<file path="src/rtl/dbs_pkg.sv">
package dbs_pkg;
  // Control bits that steer the update source; a change in any of them
  // re-primes the edge detector.
  typedef struct packed {
    logic dbuf_en;
    logic clk_pol;
    logic ms_mode;
  } dbs_cfg_t;
endpackage

</file>
<file path="src/rtl/dbs_cfg_track.sv">
module dbs_cfg_track
  import dbs_pkg::*;
(
  input  logic     clk,
  input  logic     rst_n,
  input  dbs_cfg_t cfg_in,
  output logic     reload
);
  dbs_cfg_t cfg_q;
  logic     primed_q;

  always_ff @(posedge clk) begin
    if (!rst_n) begin
      cfg_q    <= '0;
      primed_q <= 1'b0;
    end else begin
      cfg_q    <= cfg_in;
      primed_q <= 1'b1;
    end
  end

  // Reload on the first cycle out of reset and on any control change.
  assign reload = !primed_q || (cfg_q != cfg_in);
endmodule

</file>
<file path="src/rtl/dbs_edge_sync.sv">
module dbs_edge_sync #(
  parameter int SYNC_STAGES = 2
) (
  input  logic clk,
  input  logic rst_n,
  input  logic src_pin,
  input  logic src_line,
  input  logic use_line,
  input  logic pol_fall,
  input  logic reload,
  output logic strobe
);
  localparam int TOP = SYNC_STAGES - 1;

  logic             src;
  logic [TOP:0]     sync_q;
  logic             hist_q;
  logic             edge_seen;

  assign src = use_line ? src_line : src_pin;

  always_ff @(posedge clk) begin
    if (!rst_n) begin
      sync_q <= '0;
      hist_q <= 1'b0;
    end else if (reload) begin
      // Fill the whole chain from the new source so no old level is
      // compared against it.
      sync_q <= {SYNC_STAGES{src}};
      hist_q <= src;
    end else begin
      sync_q <= {sync_q[TOP-1:0], src};
      hist_q <= sync_q[TOP];
    end
  end

  assign edge_seen = pol_fall ? (hist_q & ~sync_q[TOP]) : (~hist_q & sync_q[TOP]);
  assign strobe    = edge_seen & ~reload;

  // a primed chain never reports an edge on the following cycle.
  a_r8_no_pulse_after_reload: assert property (@(posedge clk) disable iff (!rst_n)
    reload |=> !strobe);
  // one update per edge, given a source far slower than clk.
  a_r4_single_pulse: assert property (@(posedge clk) disable iff (!rst_n)
    strobe |=> !strobe);
endmodule

</file>
<file path="src/rtl/dbs_out_stage.sv">
module dbs_out_stage #(
  parameter int WIDTH       = 24,
  parameter int MASTER_LINE = 22
) (
  input  logic             clk,
  input  logic             rst_n,
  input  logic             dbuf_en,
  input  logic             strobe,
  input  logic [WIDTH-1:0] out_word,
  input  logic             master_active,
  input  logic             master_clk,
  output logic [WIDTH-1:0] line_out
);
  logic [WIDTH-1:0] held_q;
  logic             load;

  assign load = !dbuf_en || strobe;

  // Holding register works on the falling system edge; strobe is produced
  // by rising-edge logic and is stable across the falling edge.
  always_ff @(negedge clk) begin
    if (!rst_n)    held_q <= '0;
    else if (load) held_q <= out_word;
  end

  for (genvar i = 0; i < WIDTH; i++) begin : g_line
    if (i == MASTER_LINE) begin : g_fwd
      assign line_out[i] = master_active ? master_clk : held_q[i];
    end else begin : g_dat
      assign line_out[i] = held_q[i];
    end
  end

  // bypass mode tracks the input word every falling edge.
  a_r2_track_falling: assert property (@(negedge clk) disable iff (!rst_n)
    !dbuf_en |=> held_q == $past(out_word));
  // between selected edges the register holds.
  a_r4_out_hold: assert property (@(negedge clk) disable iff (!rst_n)
    (dbuf_en && !strobe) |=> $stable(held_q));
endmodule

</file>
<file path="src/rtl/dbs_in_stage.sv">
module dbs_in_stage #(
  parameter int WIDTH = 24
) (
  input  logic             clk,
  input  logic             rst_n,
  input  logic             dbuf_en,
  input  logic             strobe,
  input  logic [WIDTH-1:0] line_in,
  output logic [WIDTH-1:0] in_word
);
  always_ff @(posedge clk) begin
    if (!rst_n)                  in_word <= '0;
    else if (!dbuf_en || strobe) in_word <= line_in;
  end

  // bypass mode captures the lines every rising edge.
  a_r3_track_rising: assert property (@(posedge clk) disable iff (!rst_n)
    !dbuf_en |=> in_word == $past(line_in));
  // between selected edges the captured word holds.
  a_r4_in_hold: assert property (@(posedge clk) disable iff (!rst_n)
    (dbuf_en && !strobe) |=> $stable(in_word));
endmodule

</file>
<file path="src/rtl/dbs_sync_latch.sv">
module dbs_sync_latch
  import dbs_pkg::*;
#(
  parameter int WIDTH        = 24,
  parameter int SYNC_STAGES  = 2,
  parameter int CLK_IN_LINE  = 23,
  parameter int CLK_OUT_LINE = 22
) (
  input  logic             clk,
  input  logic             rst_n,
  input  logic             dbuf_en,
  input  logic             clk_pol,
  input  logic             ms_mode,
  input  logic             master_sel,
  input  logic [WIDTH-1:0] out_word,
  input  logic [WIDTH-1:0] line_in,
  input  logic             ext_clk_pin,
  output logic [WIDTH-1:0] line_out,
  output logic [WIDTH-1:0] in_word,
  output logic             master_clk_out
);
  dbs_cfg_t cfg;
  logic     reload;
  logic     strobe;
  logic     master_active;

  assign cfg           = '{dbuf_en: dbuf_en, clk_pol: clk_pol, ms_mode: ms_mode};
  assign master_active = ms_mode & master_sel;
  // Re-drive is combinational so chained modules see minimal skew.
  assign master_clk_out = master_active & ext_clk_pin;

  dbs_cfg_track u_cfg (
    .clk    (clk),
    .rst_n  (rst_n),
    .cfg_in (cfg),
    .reload (reload)
  );

  dbs_edge_sync #(.SYNC_STAGES(SYNC_STAGES)) u_sync (
    .clk      (clk),
    .rst_n    (rst_n),
    .src_pin  (ext_clk_pin),
    .src_line (line_in[CLK_IN_LINE]),
    .use_line (ms_mode),
    .pol_fall (clk_pol),
    .reload   (reload),
    .strobe   (strobe)
  );

  dbs_out_stage #(.WIDTH(WIDTH), .MASTER_LINE(CLK_OUT_LINE)) u_out (
    .clk           (clk),
    .rst_n         (rst_n),
    .dbuf_en       (dbuf_en),
    .strobe        (strobe),
    .out_word      (out_word),
    .master_active (master_active),
    .master_clk    (ext_clk_pin),
    .line_out      (line_out)
  );

  dbs_in_stage #(.WIDTH(WIDTH)) u_in (
    .clk     (clk),
    .rst_n   (rst_n),
    .dbuf_en (dbuf_en),
    .strobe  (strobe),
    .line_in (line_in),
    .in_word (in_word)
  );

  // forwarded clock on the line matches the dedicated output.
  a_r7_fwd_match: assert property (@(posedge clk) disable iff (!rst_n)
    master_active |-> (master_clk_out == line_out[CLK_OUT_LINE]));
  // with the single-ended source, no update pulse without dbuf_en path.
  a_r6_no_strobe_when_idle: assert property (@(posedge clk) disable iff (!rst_n)
    (dbuf_en && $stable(ext_clk_pin) && $stable(line_in[CLK_IN_LINE]) && $past(strobe)) |-> !strobe);
endmodule

</file>
<file path="config.mk">
export PLATFORM = sky130hd
export DESIGN_NAME = dbs_sync_latch
export DESIGN_NICKNAME = d
export VERILOG_FILES = /design/src/rtl/dbs_pkg.sv /design/src/rtl/dbs_cfg_track.sv /design/src/rtl/dbs_edge_sync.sv /design/src/rtl/dbs_out_stage.sv /design/src/rtl/dbs_in_stage.sv /design/src/rtl/dbs_sync_latch.sv
export SDC_FILE = /design/constraint.sdc
export NUM_CORES = 1
export LEC_CHECK = 0
export CAP_MARGIN = 20
export CORE_MARGIN = 3
export CORE_UTILIZATION = 39
export DETAILED_ROUTE_END_ITERATION = 10
export HOLD_SLACK_MARGIN = 0.15
export PLACE_DENSITY = 0.8
export SETUP_SLACK_MARGIN = 0.5
export SYNTH_ARGS = -nofsm -noshare
export SYNTH_HDL_FRONTEND = slang
export SYNTH_SLANG_ARGS = --single-unit
</file>
<file path="constraint.sdc">
create_clock -name clk -period 1.8 [get_ports clk]
set_clock_uncertainty 0.05 [all_clocks]
set_input_delay 0.45 -clock clk [delete_from_list [all_inputs] [get_ports clk]]
set_output_delay 0.45 -clock clk [all_outputs]
set_load 0.01 [all_outputs]
</file>
==> impl_metrics.toml, run 1 <==
[place]
portBuffers = 103
placed_cell_area_mm2 = 0.00312
dp_hpwl_um = 3680
place_congestion = 0.788
dp.cells = 325

[layout]
nNetsFinal = 376
multi_input_area_um2 = 688
drive_above_1_share_pct = 56.8
fillers = 310
final_area_mm2 = 0.00377
n_antenna_cell = 0
final_cells = 389
syn_to_final_growth_pct = 92.2
seqCellArea_mm2 = 0.00117

[clocking]
cts_tree = "done"
clkSlewWorstSetupHoldPaths_ns = 0.10
numClockSinks = 55
holdBufCountCts = 0
clockBufferDepth = 2
cts-buffers-inserted = 5
h-tree-depth = 2
clk_latency_ns = 0.30
clock-root-buffer = "clkbuf_8"

[floorplan]
fp.dieH_um = 77.0
die_area_mm2 = 0.00592
num_rows = 25
core_area_mm2 = 0.00479
die_x_um = 77.0
pin_count = 104
start_util_pct = 41.0

[critical_path]
rr_worst_depth = 6
endpoint_kind = "register"
worstSetupPathType = "reg2reg"
cp.arrival_ns = 1.72
cp_max_fo = 7
worstSetupStartpointType = "register"
crit_required_ns = 1.16

[synth]
synth-seq-area-share_pct = 56.1
syn_area_mm2 = 0.00196
synth_seq_cells = 55
syn-mean-instance-area_um2 = 12.3
synth_cells = 160
syn-num-nets = 215
synth.distinct_cells = 22
ys_warn_count = 0

[pwr]
peakVddDrop_mv = 0.589
power.density_mw_per_mm2 = 826
leakagePower_nw = 1.80
power_mw = 3.12

[timing]
setup_viol = 48
maxSlewViolCount = 0
worst_pin_slew_ns = 0.282
worst_hold_slack_ns = 0.396
hold_violations = 0
slew_headroom_pct = 80.8
fin_ws_ns = -0.565
tns_ns = -22.39
rsz0062_at_grt = "true"

[route]
vias_per_cell = 4.69
num_vias = 1823
wire_per_inst_um = 15.7
first_iter_violations = 55
drc = 0
ant_nets = 0
routed_wl_um = 6100
drt-pass1-iter-count = 4

[run_status]
violations = "negative setup slack"
status = "complete, but fails checks"

[global_route]
grt_pass1_wl_um = 8940
gr-total-overflow = 0
grt_antenna_before_repair = 0
grtUsageTotal_pct = 18.7
grt_max_degree = 28
grt_pass1_vias = 1859

[run]
maxCapViolCount = 0

[hold_path]
hp-class = "in2reg"
whs_path_depth = 1
==> report_power, final <==
part	total, mW	switching (mW)	leakage [nW]	internal, mW
clock	1.14	0.572	0.194	0.572
sequential	1.36	0.0536	0.473	1.31
combinational	0.610	0.202	1.13	0.407
==> synth_stat cells <==
| cell | count | area [um^2] |
|---|---|---|
| a21o_1 | 1 | 7.51 |
| a21oi_1 | 2 | 10.0 |
| a22o_1 | 47 | 412 |
| a32o_1 | 1 | 10.0 |
| and2_1 | 3 | 18.8 |
| and3_1 | 1 | 6.26 |
| and3b_1 | 1 | 8.76 |
| buf_2 | 5 | 25.0 |
| buf_4 | 24 | 180 |
| buf_6 | 4 | 45.0 |
| dfxtp_1 | 55 | 1100 |
| inv_1 | 2 | 7.51 |
| mux2i_1 | 1 | 10.0 |
| nand2_1 | 1 | 3.75 |
| nand2b_1 | 1 | 6.26 |
| nand4_4 | 1 | 21.3 |
| nor2_1 | 2 | 7.51 |
| o21a_1 | 3 | 22.5 |
| o31ai_4 | 1 | 21.3 |
| or2_2 | 1 | 6.26 |
| xnor2_1 | 2 | 17.5 |
| xnor2_2 | 1 | 16.3 |
==> metrics by stage <==
step	utilization, %	worst slack (ns)
after floorplan	-	-0.626
after global placement	65.2	-1.19
after detailed placement	65.2	-1.26
after CTS	73.2	-0.557
after global routing	78.9	-0.608
final	78.9	-0.565
==> per-layer routing <==
| layer | share of wire (%) | up-vias | wire, um | global-route usage (%) |
|---|---|---|---|---|
| met5 | 0 | - | 0 | 0 |
| met4 | 0.71 | 0 | 43 | 4.27 |
| met3 | 6.2 | 4 | 381 | 5.75 |
| met2 | 52 | 70 | 3170 | 34.5 |
| met1 | 41 | 866 | 2500 | 21.0 |
| li1 | - | 883 | - | - |
==> placed cells by master, fill, tap and decap left out <==
| master | synthesis | layout |
|---|---|---|
| a21o_1 | 1 | 1 |
| a21oi_2 | 0 | 1 |
| a21oi_4 | 0 | 1 |
| a22o_1 | 47 | 47 |
| a32o_1 | 1 | 1 |
| and2_1 | 3 | 3 |
| and3_4 | 0 | 1 |
| and3b_1 | 1 | 1 |
| buf_12 | 0 | 3 |
| buf_16 | 0 | 1 |
| buf_2 | 5 | 16 |
| buf_4 | 24 | 44 |
| buf_6 | 4 | 45 |
| buf_8 | 0 | 1 |
| bufinv_16 | 0 | 1 |
| clkbuf_16 | 0 | 4 |
| clkbuf_8 | 0 | 5 |
| clkdlybuf4s50_1 | 0 | 48 |
| clkinv_4 | 0 | 1 |
| dfxtp_1 | 55 | 4 |
| dfxtp_2 | 0 | 50 |
| dfxtp_4 | 0 | 1 |
| dlygate4sd2_1 | 0 | 1 |
| dlymetal6s2s_1 | 0 | 2 |
| inv_1 | 2 | 25 |
| mux2i_2 | 0 | 1 |
| nand2_1 | 1 | 1 |
| nand2b_1 | 1 | 1 |
| nand4_4 | 1 | 1 |
| nor2_1 | 2 | 2 |
| o21a_1 | 3 | 2 |
| o21a_4 | 0 | 1 |
| o31ai_4 | 1 | 1 |
| or2_4 | 0 | 1 |
| xnor2_4 | 0 | 3 |
==> cells by family (layout without fill, tap and decap cells) <==
logic type / count (synthesis) / count (layout) / synth area share (%)
AOI/OAI and AO/OA: 55 / 55 / 24.6
DFF: 55 / 55 / 56.1
buffers and inverters: 35 / 197 / 13.1
and+or+nand+nor: 11 / 11 / 4.01
xor gates and xnor gates: 3 / 3 / 1.72
muxes: 1 / 1 / 0.510
==> path summary, 6_finish.rpt <==
path	start	to	slack, ns
setup / recovery	u_cfg.cfg_q[1]	u_out.held_q[0]	-0.57
hold / removal	rst_n	u_cfg.primed_q	0.40
setup reg to reg	u_cfg.cfg_q[1]	u_out.held_q[0]	-0.57
hold reg to reg	u_sync.sync_q[0]	u_sync.sync_q[1]	0.41
==> flip-flops by register name, summed over array words and instances, names as in the netlist <==
name,count
u_sync.hist_q,1
u_out.held_q,24
u_cfg.cfg_q,3
u_in.in_word,24
u_sync.sync_q,2
u_cfg.primed_q,1
==> cell type report <==
cell class,instances,share of cell area (%)
clock buffer,6,2.49
clock inverter,26,3.41
inverter,1,0.0994
multi-input combinational,70,18.2
sequential,55,30.9
tap,67,2.22
timing repair buffer,164,42.6
==> timing repair <==
action | CTS | global route
gates resized for setup | 294 | 27
cloned | 1 | 4
endpoints found under the hold margin | 0 | 0
buffers inserted | 17 | 11
pin swaps | 7 | 26
endpoints found under the setup margin | 100 | 89
==> worst max-delay path, stage by stage, from the launching register on <==
cell	delay, ns
dfxtp_4	0.37
xnor2_4	0.19
nand4_4	0.15
o31ai_4	0.25
buf_6	0.16
clkbuf_16	0.14
a22o_1	0.15
Power figures use the tool's default switching activity.
==> run 2, diff against run 1 <==
- clock period: 1.8 -> 2.5 ns (I/O delays scaled with it)
==> run 2 against run 1 <==
The flow still finishes with violations (negative setup slack). Sequential share of layout area down 0.88 points. Non-clock buffer count down 11. Routed wire length down 4.4%.
==> impl_metrics.toml, run 2 (synthesis results as in run 1) <==
[pwr]
power.density_mw_per_mm2 = 544
p_sw_mw = 0.552
clkPwrFrac_pct = 29.9
seqPwrFrac_pct = 47.7
swShare_pct = 27.0
peakVddDrop_mv = 0.384
p_int_mw = 1.50
leakagePower_nw = 1.68
comb_power_share_pct = 22.3

[critical_path]
r2r_start = "u_cfg.cfg_q[1]"
r2r_setup_slack_ns = -0.33
crit_required_ns = 1.82
rr_worst_depth = 6
worstSetupPathType = "reg2out"
endpoint_kind = "primary output"
worstSetupStartpointType = "register"
cp.arrival_ns = 2.20
cp_max_fo = 2
reg2reg_to = "u_out.held_q[11]"

[floorplan]
die_x_um = 77.0
die_area_mm2 = 0.00592
pin_count = 104
fp.dieH_um = 77.0
core_area_mm2 = 0.00479
start_util_pct = 41.0
num_rows = 25

[clocking]
clockBufferDepth = 2
h-tree-depth = 2
cts-buffers-inserted = 5
clock-root-buffer = "clkbuf_8"
cts_tree = "done"
holdBufCountCts = 0
numClockSinks = 55
clkSlewWorstSetupHoldPaths_ns = 0.09
clk_latency_ns = 0.30

[layout]
syn_to_final_growth_pct = 91.8
n_antenna_cell = 0
final_area_mm2 = 0.00377
top_regs = "u_in.in_word x24, u_out.held_q x24, u_cfg.cfg_q x3"
seqCellArea_mm2 = 0.00113
drive_above_1_share_pct = 38.6
final_cells = 378
final_common_cell = "clkdlybuf4s50_1"
multi_input_area_um2 = 689
nNetsFinal = 365
fillers = 298
layout_common_cells = "clkdlybuf4s50_1, a22o_1, buf_6"

[route]
drc = 0
routed_wl_um = 5830
ant_nets = 0
wire_per_inst_um = 15.4
drt-pass1-iter-count = 4
num_vias = 1765
first_iter_violations = 65
vias_per_cell = 4.67

[global_route]
grt_antenna_before_repair = 0
grt_pass1_wl_um = 9740
grt_max_degree = 17
gr-total-overflow = 0
grtUsageTotal_pct = 20.7
grt_pass1_vias = 1973

[timing]
rsz0062_at_grt = "true"
setup_viol = 48
maxSlewViolCount = 0
worst_pin_slew_ns = 0.211
slew_headroom_pct = 85.5
fin_ws_ns = -0.379
hold_violations = 0

[hold_path]
min_to = "u_sync.sync_q[1]"
worstHoldStart = "u_sync.sync_q[0]"
whs_path_depth = 1
hp-class = "reg2reg"

[place]
portBuffers = 103
placed_cell_area_mm2 = 0.00311
dp_hpwl_um = 3590
dp.cells = 324
place_congestion = 0.722

[run_status]
violations = "negative setup slack"
status = "complete, but fails checks"

[run]
maxCapViolCount = 0
[run 2: cell type report]
class,count,area share (%)
timing repair buffer,153,44.8
inverter,1,0.0996
sequential,55,30.0
clock inverter,26,2.62
multi-input combinational,70,18.3
clock buffer,6,1.93
tap,67,2.22
[run 2: worst max-delay path by stage]
stage | startpoint | to | slack [ns] | cells after the start
after detailed placement | clk_pol | u_out.held_q[9] | -1.09 | 6
final | u_out.held_q[22] | line_out[22] | -0.38 | 2
after global routing | u_out.held_q[22] | line_out[22] | -0.41 | 2
after floorplan | clk_pol | u_out.held_q[0] | -0.45 | 6
after CTS | u_out.held_q[22] | line_out[22] | -0.39 | 2
after global placement | clk_pol | u_out.held_q[16] | -1.02 | 6
[run 2: per-layer routing]
| layer | global-route usage (%) | vias up | routed length, um |
|---|---|---|---|
| met2 | 37.6 | 75 | 3040 |
| met1 | 23.2 | 821 | 2330 |
| met4 | 5.87 | 0 | 58 |
| met5 | 0 | - | 0 |
| met3 | 6.46 | 8 | 396 |
| li1 | - | 861 | - |
[run 2: critical path, stage by stage, from the launching register on]
cell and delay, ns:
dfxtp_2 0.32, a21o_1 0.15, buf_2 0.13
[run 2: power groups by stage]
stage               sequential [mW]  combinational [mW]  clock, mW
finish                        0.978               0.458      0.614
global route                  0.984               0.486      0.697
detailed placement            0.982               0.364     0.0612
global placement              0.982               0.357     0.0612
CTS                           0.977               0.452      0.633
floorplan                     0.990               0.153     0.0612
[run 2: timing repair]
item	in CTS	in global routing
resized for setup	188	2
hold endpoints to repair	0	0
pin swaps	49	3
gates cloned	7	0
endpoints found under the setup margin	73	71
setup buffers	14	2
[run 2: per-stage QoR]
stage | setup TNS [ns] | hold WS, ns | power [mW] | util [%] | setup WS [ns]
4_1_cts | -13.35 | 0.406 | 2.06 | 78.1 | -0.391
3_3_place_gp | -31.64 | 0.373 | 1.40 | 65.0 | -1.02
5_1_grt | -14.61 | 0.412 | 2.17 | 78.7 | -0.414
2_1_floorplan | -10.84 | 0.368 | 1.20 | - | -0.452
6_report | -13.45 | 0.400 | 2.05 | 78.7 | -0.379
3_5_place_dp | -32.98 | 0.383 | 1.41 | 65.0 | -1.09
